[config.mk]
export PLATFORM = sky130hd
export DESIGN_NAME = fpr_round_unit
export DESIGN_NICKNAME = d
export VERILOG_FILES = /design/src/rtl/fpr_pkg.sv /design/src/rtl/fpr_decide.sv /design/src/rtl/fpr_incr.sv /design/src/rtl/fpr_pack.sv /design/src/rtl/fpr_round_unit.sv
export SDC_FILE = /design/constraint.sdc
export NUM_CORES = 1
export LEC_CHECK = 0
export CAP_MARGIN = 25
export CORE_ASPECT_RATIO = 1.1
export CORE_MARGIN = 2
export CORE_UTILIZATION = 50
export CTS_CLUSTER_SIZE = 24
export DETAILED_ROUTE_END_ITERATION = 10
export DONT_BUFFER_PORTS = 1
export SLEW_MARGIN = 10
export SYNTH_ARGS = -nofsm -noshare
export SYNTH_HDL_FRONTEND = slang
export SYNTH_SLANG_ARGS = --single-unit
[constraint.sdc]
create_clock -name clk -period 4 [get_ports clk]
set_input_delay 0.4 -clock clk [delete_from_list [all_inputs] [get_ports clk]]
set_output_delay 0.4 -clock clk [all_outputs]
set_load 0.1 [all_outputs]
[src/rtl/fpr_pkg.sv]
package fpr_pkg;

  typedef enum logic [2:0] {
    RM_NEAR_EVEN = 3'b000,
    RM_TO_ZERO   = 3'b001,
    RM_TO_POS    = 3'b010,
    RM_TO_NEG    = 3'b011,
    RM_NEAR_AWAY = 3'b100,
    RM_ODD_POS   = 3'b101,
    RM_ODD_NEG   = 3'b110,
    RM_SPARE     = 3'b111
  } rmode_e;

  localparam int FLAG_W       = 5;
  localparam int FLAG_INVALID = 4;
  localparam int FLAG_DIVZERO = 3;
  localparam int FLAG_OVERFL  = 2;
  localparam int FLAG_UNDERFL = 1;
  localparam int FLAG_INEXACT = 0;

  // per-cycle rounding decision handed from the decider to the packer
  typedef struct packed {
    logic inc;        // add one ulp to the significand
    logic inexact;    // discarded bits were non-zero
    logic ovf_inf;    // on overflow, saturate to infinity (else max finite)
    logic zero_neg;   // sign of an undetermined zero
  } rdec_t;

endpackage

[src/rtl/fpr_decide.sv]
module fpr_decide
  import fpr_pkg::*;
(
  input  logic [2:0] mode,
  input  logic       sign,
  input  logic       lsb,
  input  logic       guard,
  input  logic       rnd,
  input  logic       sticky,
  output rdec_t      dec
);

  logic lost;
  rmode_e rm;

  assign lost = guard | rnd | sticky;
  assign rm   = rmode_e'(mode);

  always_comb begin
    dec          = '0;
    dec.inexact  = lost;
    unique case (rm)
      RM_NEAR_EVEN, RM_SPARE: begin
        dec.inc     = guard & (rnd | sticky | lsb);
        dec.ovf_inf = 1'b1;
      end
      RM_TO_ZERO: begin
        dec.inc     = 1'b0;
        dec.ovf_inf = 1'b0;
      end
      RM_TO_POS: begin
        dec.inc     = ~sign & lost;
        dec.ovf_inf = ~sign;
      end
      RM_TO_NEG: begin
        dec.inc      = sign & lost;
        dec.ovf_inf  = sign;
        dec.zero_neg = 1'b1;
      end
      RM_NEAR_AWAY: begin
        dec.inc     = guard;
        dec.ovf_inf = 1'b1;
      end
      RM_ODD_POS: begin
        dec.inc     = ~lsb & lost;
        dec.ovf_inf = 1'b0;
      end
      RM_ODD_NEG: begin
        dec.inc      = ~lsb & lost;
        dec.ovf_inf  = 1'b0;
        dec.zero_neg = 1'b1;
      end
      default: dec = '0;
    endcase
  end

endmodule

[src/rtl/fpr_incr.sv]
module fpr_incr #(
  parameter int EXP_W  = 8,
  parameter int FRAC_W = 23
) (
  input  logic [FRAC_W:0]  sig,
  input  logic [EXP_W:0]   exp_i,
  input  logic             inc,
  output logic [FRAC_W-1:0] frac_o,
  output logic [EXP_W+1:0] exp_o
);

  localparam int XW = EXP_W + 2;

  logic carry;

  // an all-ones significand that is incremented wraps the fraction to zero
  assign carry  = inc & (&sig);
  assign frac_o = sig[FRAC_W-1:0] + {{(FRAC_W-1){1'b0}}, inc};
  assign exp_o  = {1'b0, exp_i} + {{(XW-1){1'b0}}, carry};

endmodule

[src/rtl/fpr_pack.sv]
module fpr_pack
  import fpr_pkg::*;
#(
  parameter int EXP_W  = 8,
  parameter int FRAC_W = 23
) (
  input  logic                    sign,
  input  logic                    zero,
  input  logic [EXP_W+1:0]        exp_r,
  input  logic [FRAC_W-1:0]       frac_r,
  input  rdec_t                   dec,
  output logic [EXP_W+FRAC_W:0]   value,
  output logic [FLAG_W-1:0]       flags
);

  localparam int XW = EXP_W + 2;
  localparam logic [XW-1:0] EXP_TOP = XW'((1 << EXP_W) - 2);

  logic ovf;

  assign ovf = exp_r > EXP_TOP;

  always_comb begin
    value = '0;
    flags = '0;
    if (zero) begin
      value = {dec.zero_neg, {(EXP_W+FRAC_W){1'b0}}};
    end else if (ovf) begin
      flags[FLAG_OVERFL] = 1'b1;
      flags[FLAG_INEXACT] = 1'b1;
      if (dec.ovf_inf)
        value = {sign, {EXP_W{1'b1}}, {FRAC_W{1'b0}}};
      else
        value = {sign, EXP_TOP[EXP_W-1:0], {FRAC_W{1'b1}}};
    end else begin
      flags[FLAG_INEXACT] = dec.inexact;
      value = {sign, exp_r[EXP_W-1:0], frac_r};
    end
  end

endmodule

[src/rtl/fpr_round_unit.sv]
module fpr_round_unit
  import fpr_pkg::*;
#(
  parameter int EXP_W  = 8,
  parameter int FRAC_W = 23
) (
  input  logic                  clk,
  input  logic                  rst,
  input  logic                  in_valid,
  input  logic                  in_sign,
  input  logic [EXP_W:0]        in_exp,
  input  logic [FRAC_W:0]       in_sig,
  input  logic                  in_guard,
  input  logic                  in_round,
  input  logic                  in_sticky,
  input  logic                  in_zero,
  input  logic [2:0]            in_mode,
  output logic                  out_valid,
  output logic [EXP_W+FRAC_W:0] out_value,
  output logic [FLAG_W-1:0]     out_flags
);

  localparam int WORD_W = EXP_W + FRAC_W + 1;

  rdec_t              dec;
  logic [FRAC_W-1:0]  frac_r;
  logic [EXP_W+1:0]   exp_r;
  logic [WORD_W-1:0]  value_d;
  logic [FLAG_W-1:0]  flags_d;

  fpr_decide u_decide (
    .mode   (in_mode),
    .sign   (in_sign),
    .lsb    (in_sig[0]),
    .guard  (in_guard),
    .rnd    (in_round),
    .sticky (in_sticky),
    .dec    (dec)
  );

  fpr_incr #(.EXP_W(EXP_W), .FRAC_W(FRAC_W)) u_incr (
    .sig    (in_sig),
    .exp_i  (in_exp),
    .inc    (dec.inc),
    .frac_o (frac_r),
    .exp_o  (exp_r)
  );

  fpr_pack #(.EXP_W(EXP_W), .FRAC_W(FRAC_W)) u_pack (
    .sign   (in_sign),
    .zero   (in_zero),
    .exp_r  (exp_r),
    .frac_r (frac_r),
    .dec    (dec),
    .value  (value_d),
    .flags  (flags_d)
  );

  always_ff @(posedge clk) begin
    if (rst) begin
      out_valid <= 1'b0;
      out_value <= '0;
      out_flags <= '0;
    end else begin
      out_valid <= in_valid;
      out_value <= value_d;
      out_flags <= flags_d;
    end
  end

endmodule

======== Word-level counts from Yosys, hierarchy flattened ========
Cells that the tools add are included.
operators by class
  equal/unequal tests ..................... 7
  add/sub/neg operators ................... 2
  multiplexer cells ....................... 8
  reductions and logical operators ........ 8
  bitwise logic cells ..................... 11
  $lt $le $gt $ge ......................... 1
operators with widths
  operator             count
  $mux 32              1
  $mux 31              1
  $mux 24              1
  $reduce_and 24->1    1
  $add 23x1->23        1
  $eq 3x3->1 const B   4
  $add 9x1->10         1
  $gt 10x8->1 const B  1
  $reduce_or 2->1      4
  $eq 3x2->1 const B   2
  $pmux 1 s6           1
  $reduce_or 3->1      2
  $and 1x1->1          5
  $or 1x1->1           4
  $pmux 1 s4           1
  $eq 3x1->1 const B   1
  $logic_not 3->1      1
  $mux 1               3
  $not 1->1            2
word-level totals
  bits in registers ....................... 38
  bits of input ports ..................... 44
  output and inout bits ................... 38

======== Longest topological paths before layout ========
  depth after elaboration ................. 9
  mapped depth ............................ 15

======== By module ========
A second synthesis with hierarchy kept.
second synthesis, totals
  cells, all modules ...................... 276
  area total of the unflattened synthesis .. 2626.3 sq um
modules (own cells, without submodules)
  module          instances  cells each  area each (sq um)  sequential area each (sq um)
  fpr_round_unit  1          80          1212.4             760.7
  fpr_incr        1          90          675.6              0.0
  fpr_pack        1          86          606.8              0.0
  fpr_decide      1          20          131.4              0.0

======== Worst setup path before layout ========
No wires, ideal clock.
  kind .................................... input-to-reg
  from .................................... input port in_mode[0]
  to ...................................... register out_value[27]
  stages .................................. 15
  slack ................................... 861 ps
  arrival ................................. 3007 ps
  path through ............................ clkbuf_1 -> o311ai_0 -> o21ai_0 -> o2bb2ai_1 -> a221o_1 -> nor2b_1 -> ha_1 -> ha_1 -> nand3_4 -> nor3_4 -> mux2i_2 -> o21a_1 -> buf_6 -> buf_6 -> a21oi_4
on the way
  cells in the longest elaborated chain, start to end .. 7
  elaborated cells between the ends (all ways) .. 15
  classes of those cells .................. add/sub (1); order compare (1); eq/ne (7); mux (2); bitwise (1); reduce/logical (3)
ends and longest elaborated chain
  what                                                  RTL line              source
  start: declaration                                    fpr_round_unit.sv:17  input logic [2:0] in_mode,
  $eq 3x3->1 / $logic_not 3->1 (equally long branches)  fpr_decide.sv:22      unique case (rm)
  $reduce_or 2->1 (no source line)                      n/a
  $pmux 1 s6 *                                          fpr_decide.sv:22
  $and 1x1->1 *                                         fpr_incr.sv:17        assign carry = inc & (&sig);
  $add 9x1->10 *                                        fpr_incr.sv:19        assign exp_o = {1'b0, exp_i} + {{(XW-1){1'b0}}, carry};
  $gt 10x8->1                                           fpr_pack.sv:21        assign ovf = exp_r > EXP_TOP;
  $mux 31 *                                             fpr_pack.sv:28        end else if (ovf) begin
  end signal: assignment                                fpr_round_unit.sv:66  out_value <= value_d;
  end: declaration                                      fpr_round_unit.sv:19  output logic [EXP_W+FRAC_W:0] out_value,
Every way passes the cells marked *; elsewhere a longest branch is shown, timed or not.
A chain may end at the register's enable or synchronous reset.

======== Worst setup path after layout ========
  from .................................... input port in_sig[0]
  to ...................................... register out_value[23]
on the way
  cells in the longest elaborated chain, start to end .. 7
  elaborated cells between the ends (all ways) .. 10
  classes of those cells .................. add/sub (1); order compare (1); mux (2); bitwise (5); reduce/logical (1)
ends and longest elaborated chain
  what                                            RTL line                                              source
  start: declaration                              fpr_round_unit.sv:12                                  input logic [FRAC_W:0] in_sig,
  $or 1x1->1 / $not 1->1 (equally long branches)  fpr_decide.sv:24, fpr_decide.sv:45, fpr_decide.sv:49
  $and 1x1->1, on equally long branches           fpr_decide.sv:24, fpr_decide.sv:45, fpr_decide.sv:49
  $pmux 1 s6                                      fpr_decide.sv:22
  $and 1x1->1 *                                   fpr_incr.sv:17
  $add 9x1->10 *                                  fpr_incr.sv:19
  $gt 10x8->1                                     fpr_pack.sv:21
  $mux 31 *                                       fpr_pack.sv:28
Marked as above.

==> impl_metrics.xml <==
<?xml version="1.0" encoding="UTF-8"?>
<metrics>
  <group name="detailed_routing">
    <metric name="detailedRoute.firstPassIterationCount" unit="">4</metric>
    <metric name="vias" unit="">1366</metric>
    <metric name="wire_per_inst" unit="um">15.0</metric>
    <metric name="route.antenna.remaining_nets" unit="">0</metric>
    <metric name="drt_first_iter_violations" unit="">126</metric>
    <metric name="avgViaCountPerCell" unit="">5.60</metric>
    <metric name="postRouteWirelength" unit="um">3660</metric>
    <metric name="remaining_drc_errors" unit="">0</metric>
  </group>
  <group name="grt">
    <metric name="total_routing_usage_reported_by_global_routing" unit="%">18.2</metric>
    <metric name="grt-ovfl-total" unit="">0</metric>
    <metric name="grt_start_max_net_pins" unit="">28</metric>
    <metric name="via_count_of_the_first_global_routing_pass" unit="">1337</metric>
    <metric name="antenna_found_initial" unit="">0</metric>
    <metric name="first_pass_grt_wire_length" unit="um">5600</metric>
  </group>
  <group name="place">
    <metric name="placement.setup.worst_slack" unit="ps">620</metric>
    <metric name="numPortBuffers" unit="">0</metric>
    <metric name="gpl_wtd_cong" unit="">0.815</metric>
    <metric name="detailed_placement_hpwl" unit="um">2890</metric>
    <metric name="dp.cells" unit="">237</metric>
  </group>
  <group name="worst_setup_path">
    <metric name="critical_path.n_buffers_inverters" unit="">1</metric>
    <metric name="worstSetupPathType" unit="">input port to flip-flop</metric>
    <metric name="worst_setup_path_end_kind" unit="">flip-flop</metric>
    <metric name="cpLargestDelayFamily" unit="">compound AO/OA/AOI/OAI gates</metric>
    <metric name="crit_chain" unit="">o311ai_0 &gt; o21ai_0 &gt; o2bb2ai_1 &gt; a221o_1 &gt; nor2b_1 &gt; ha_1 &gt; ha_1 &gt; nand3_4 &gt; nor3_4 &gt; mux2i_2 &gt; o21a_1 &gt; buf_4 &gt; mux2i_1</metric>
    <metric name="cp.arrival" unit="ps">3280</metric>
    <metric name="worstPathRequired" unit="ps">4200</metric>
    <metric name="most_used_cell_along_the_critical_path" unit="">sky130_fd_sc_hd__ha_1</metric>
    <metric name="setup.worst_path.start" unit="">in_sig[0]</metric>
    <metric name="longest_individual_stage_delay_on_the_worst_path" unit="ps">420</metric>
    <metric name="critical_path.max_fanout" unit="">27</metric>
    <metric name="start_kind" unit="">input port</metric>
    <metric name="worst-path-stages" unit="">13</metric>
    <metric name="slowest_stage" unit="">sky130_fd_sc_hd__mux2i_2</metric>
    <metric name="worstSetupEndpoint" unit="">out_value[23]$_SDFF_PP0_</metric>
  </group>
  <group name="pwr">
    <metric name="p_per_cell_area" unit="nW/um^2">463</metric>
    <metric name="vdd.ir_drop.worst" unit="V">0.000194</metric>
    <metric name="p_leak" unit="nW">0.685</metric>
  </group>
  <group name="synthesis">
    <metric name="most_used_flip_flop_cell_after_synthesis" unit="">sky130_fd_sc_hd__dfxtp_1</metric>
    <metric name="ys_async_sr_fraction" unit="%">0</metric>
    <metric name="syn-mean-instance-area" unit="um^2">9.61</metric>
    <metric name="synthMostInstantiatedCell" unit="">sky130_fd_sc_hd__dfxtp_1</metric>
    <metric name="yosys_warnings" unit="">0</metric>
    <metric name="post_synth_most_frequent_cells" unit="">35 x sky130_fd_sc_hd__dfxtp_1, 20 x sky130_fd_sc_hd__xor2_1, 17 x sky130_fd_sc_hd__a21oi_2</metric>
    <metric name="synthesis.instances" unit="">193</metric>
    <metric name="mappedNetlistArea" unit="um^2">1850</metric>
    <metric name="synth-edff-count" unit="">0</metric>
    <metric name="unique_masters_post_synth" unit="">41</metric>
    <metric name="synth_sequential_area_ratio" unit="%">37.8</metric>
    <metric name="synthDominantAreaCellType" unit="">sky130_fd_sc_hd__dfxtp_1</metric>
    <metric name="synthTopCellsByArea" unit="">sky130_fd_sc_hd__dfxtp_1 38%, sky130_fd_sc_hd__xor2_1 9.4%, sky130_fd_sc_hd__a21oi_2 8.0%</metric>
    <metric name="flip_flop_and_latch_count_after_synthesis" unit="">35</metric>
    <metric name="post-synth-top-area-fraction" unit="%">37.8</metric>
  </group>
  <group name="sta">
    <metric name="timing.final.max_slew_violations" unit="">0</metric>
    <metric name="layout_min_cycle_time" unit="ps">3080</metric>
    <metric name="period_share" unit="%">77.0</metric>
    <metric name="report.final.setup_viol" unit="">0</metric>
    <metric name="rsz_0062_raised_after_global_routing" unit="">no</metric>
    <metric name="whs" unit="ps">187</metric>
    <metric name="setup_slack" unit="ps">919</metric>
    <metric name="finalSetupTns" unit="ps">0</metric>
    <metric name="hold_violation_count_in_the_final_report" unit="">0</metric>
    <metric name="f_max" unit="MHz">325</metric>
    <metric name="worst_slew_pin_slew" unit="ps">962</metric>
    <metric name="maxSlewHeadroom" unit="%">35.8</metric>
  </group>
  <group name="cts">
    <metric name="maximum_buffer_depth_of_the_clock_tree" unit="">2</metric>
    <metric name="clock_sinks" unit="">35</metric>
    <metric name="ctsHoldBuffers" unit="">0</metric>
    <metric name="cts_inserted_buffers" unit="">5</metric>
    <metric name="post_cts_resize_count" unit="">0</metric>
    <metric name="clkSlewWorstSetupHoldPaths" unit="ps">60</metric>
    <metric name="ctsRootBufferMaster" unit="">sky130_fd_sc_hd__clkbuf_8</metric>
    <metric name="cts_max_level" unit="">2</metric>
    <metric name="tritoncts" unit="">yes</metric>
    <metric name="postCtsSetupRepairBufs" unit="">0</metric>
  </group>
  <group name="floorplanning">
    <metric name="start_util" unit="%">51.5</metric>
    <metric name="die_x" unit="um">62.1</metric>
    <metric name="std_cell_rows" unit="">23</metric>
    <metric name="floorplan.io_pins" unit="">82</metric>
    <metric name="core_region_area" unit="um^2">3600</metric>
    <metric name="chipHeight" unit="um">67.9</metric>
    <metric name="die_area" unit="um^2">4210</metric>
  </group>
  <group name="layout">
    <metric name="area_growth_syn_to_layout" unit="%">5.47</metric>
    <metric name="number_of_antenna_diodes" unit="">0</metric>
    <metric name="filler_cell_count" unit="">344</metric>
    <metric name="stdcell_count" unit="">244</metric>
    <metric name="post-route-util" unit="%">54.4</metric>
    <metric name="drive_above_1_share" unit="%">18.0</metric>
    <metric name="layout.nets" unit="">242</metric>
  </group>
  <group name="status">
    <metric name="run_status" unit="">completed</metric>
  </group>
  <group name="hold_path">
    <metric name="min-delay-path-class" unit="">input port to flip-flop</metric>
    <metric name="hold_path.startpoint" unit="">rst</metric>
  </group>
  <group name="job">
    <metric name="drv_cap" unit="">0</metric>
  </group>
</metrics>
==> how the worst min path moves through the flow <==
| stage | to | slack (ps) | depth (start not counted) |
|---|---|---|---|
| 6_report | out_valid$_SDFF_PP0_ | 190 | 1 |
| 4_1_cts | out_value[31]$_SDFF_PP0_ | 180 | 1 |
| 3_3_place_gp | out_value[31]$_SDFF_PP0_ | 470 | 1 |
| 2_1_floorplan | out_value[31]$_SDFF_PP0_ | 470 | 1 |
| 3_5_place_dp | out_value[31]$_SDFF_PP0_ | 470 | 1 |
| 5_1_grt | out_value[31]$_SDFF_PP0_ | 180 | 1 |
==> flip-flops by register name (all words and copies together), names as in the netlist <==
signal / cells
out_flags: 2
out_valid: 1
out_value: 32
==> through the flow <==
stage,total power [mW],area [um^2]
2_1_floorplan,0.610,1860
3_3_place_gp,0.614,1850
3_5_place_dp,0.615,1850
4_1_cts,0.917,1960
5_1_grt,0.940,1960
6_report,0.904,1960
==> cell type report <==
| cell class | count | area, um^2 | area share [%] |
|---|---|---|---|
| multi-input cells | 145 | 1060 | 54.0 |
| repair buffers | 2 | 15.0 | 0.768 |
| inverters | 5 | 18.8 | 0.960 |
| flip-flops and latches | 35 | 701 | 35.8 |
| clock buffers | 6 | 72.6 | 3.71 |
| well taps | 50 | 62.6 | 3.20 |
| clock inverters | 1 | 30.0 | 1.54 |
==> kinds of logic after synthesis <==
kind of cell / Yosys count / synth area share (%)
other cells: 1 / 0.202
fa+ha+maj: 4 / 2.70
xor+xnor: 28 / 13.2
simple gates: 64 / 20.4
mux: 2 / 1.28
compound gates: 44 / 18.8
flops: 35 / 37.8
buf+inv: 15 / 5.67
==> power by group <==
group          total (mW)  switching [mW]  internal [mW]  leakage, nW
sequential          0.521           0.153          0.369        0.289
clock               0.298           0.116          0.182       0.0513
combinational      0.0851          0.0538         0.0313        0.345
==> cell usage in the layout, fill, tap and decap left out, drive strengths merged, types with 2 or more instances in the layout <==
cell type	instances
mux2i	2
nand4	10
nor2	5
dfxtp	35
ha	4
inv	5
o21a	2
xnor2	8
nor2b	3
clkbuf	6
buf	2
conb	3
nand3	12
o21ai	2
or2	2
a21oi	33
nand2b	2
nand2	14
and4	2
nor4	2
and3	4
xor2	20
nor3	5
==> per-layer routing <==
| layer | part of all wire (%) | wire (um) | up-vias | track usage [%] |
|---|---|---|---|---|
| li1 | - | - | 679 | - |
| met1 | 38 | 1400 | 624 | 19.0 |
| met2 | 51 | 1880 | 56 | 30.9 |
| met3 | 8.5 | 310 | 7 | 7.56 |
| met4 | 2.1 | 76 | 0 | 8.78 |
| met5 | 0 | 0 | - | 0 |
Note: power is estimated with default switching activity, not from simulation.
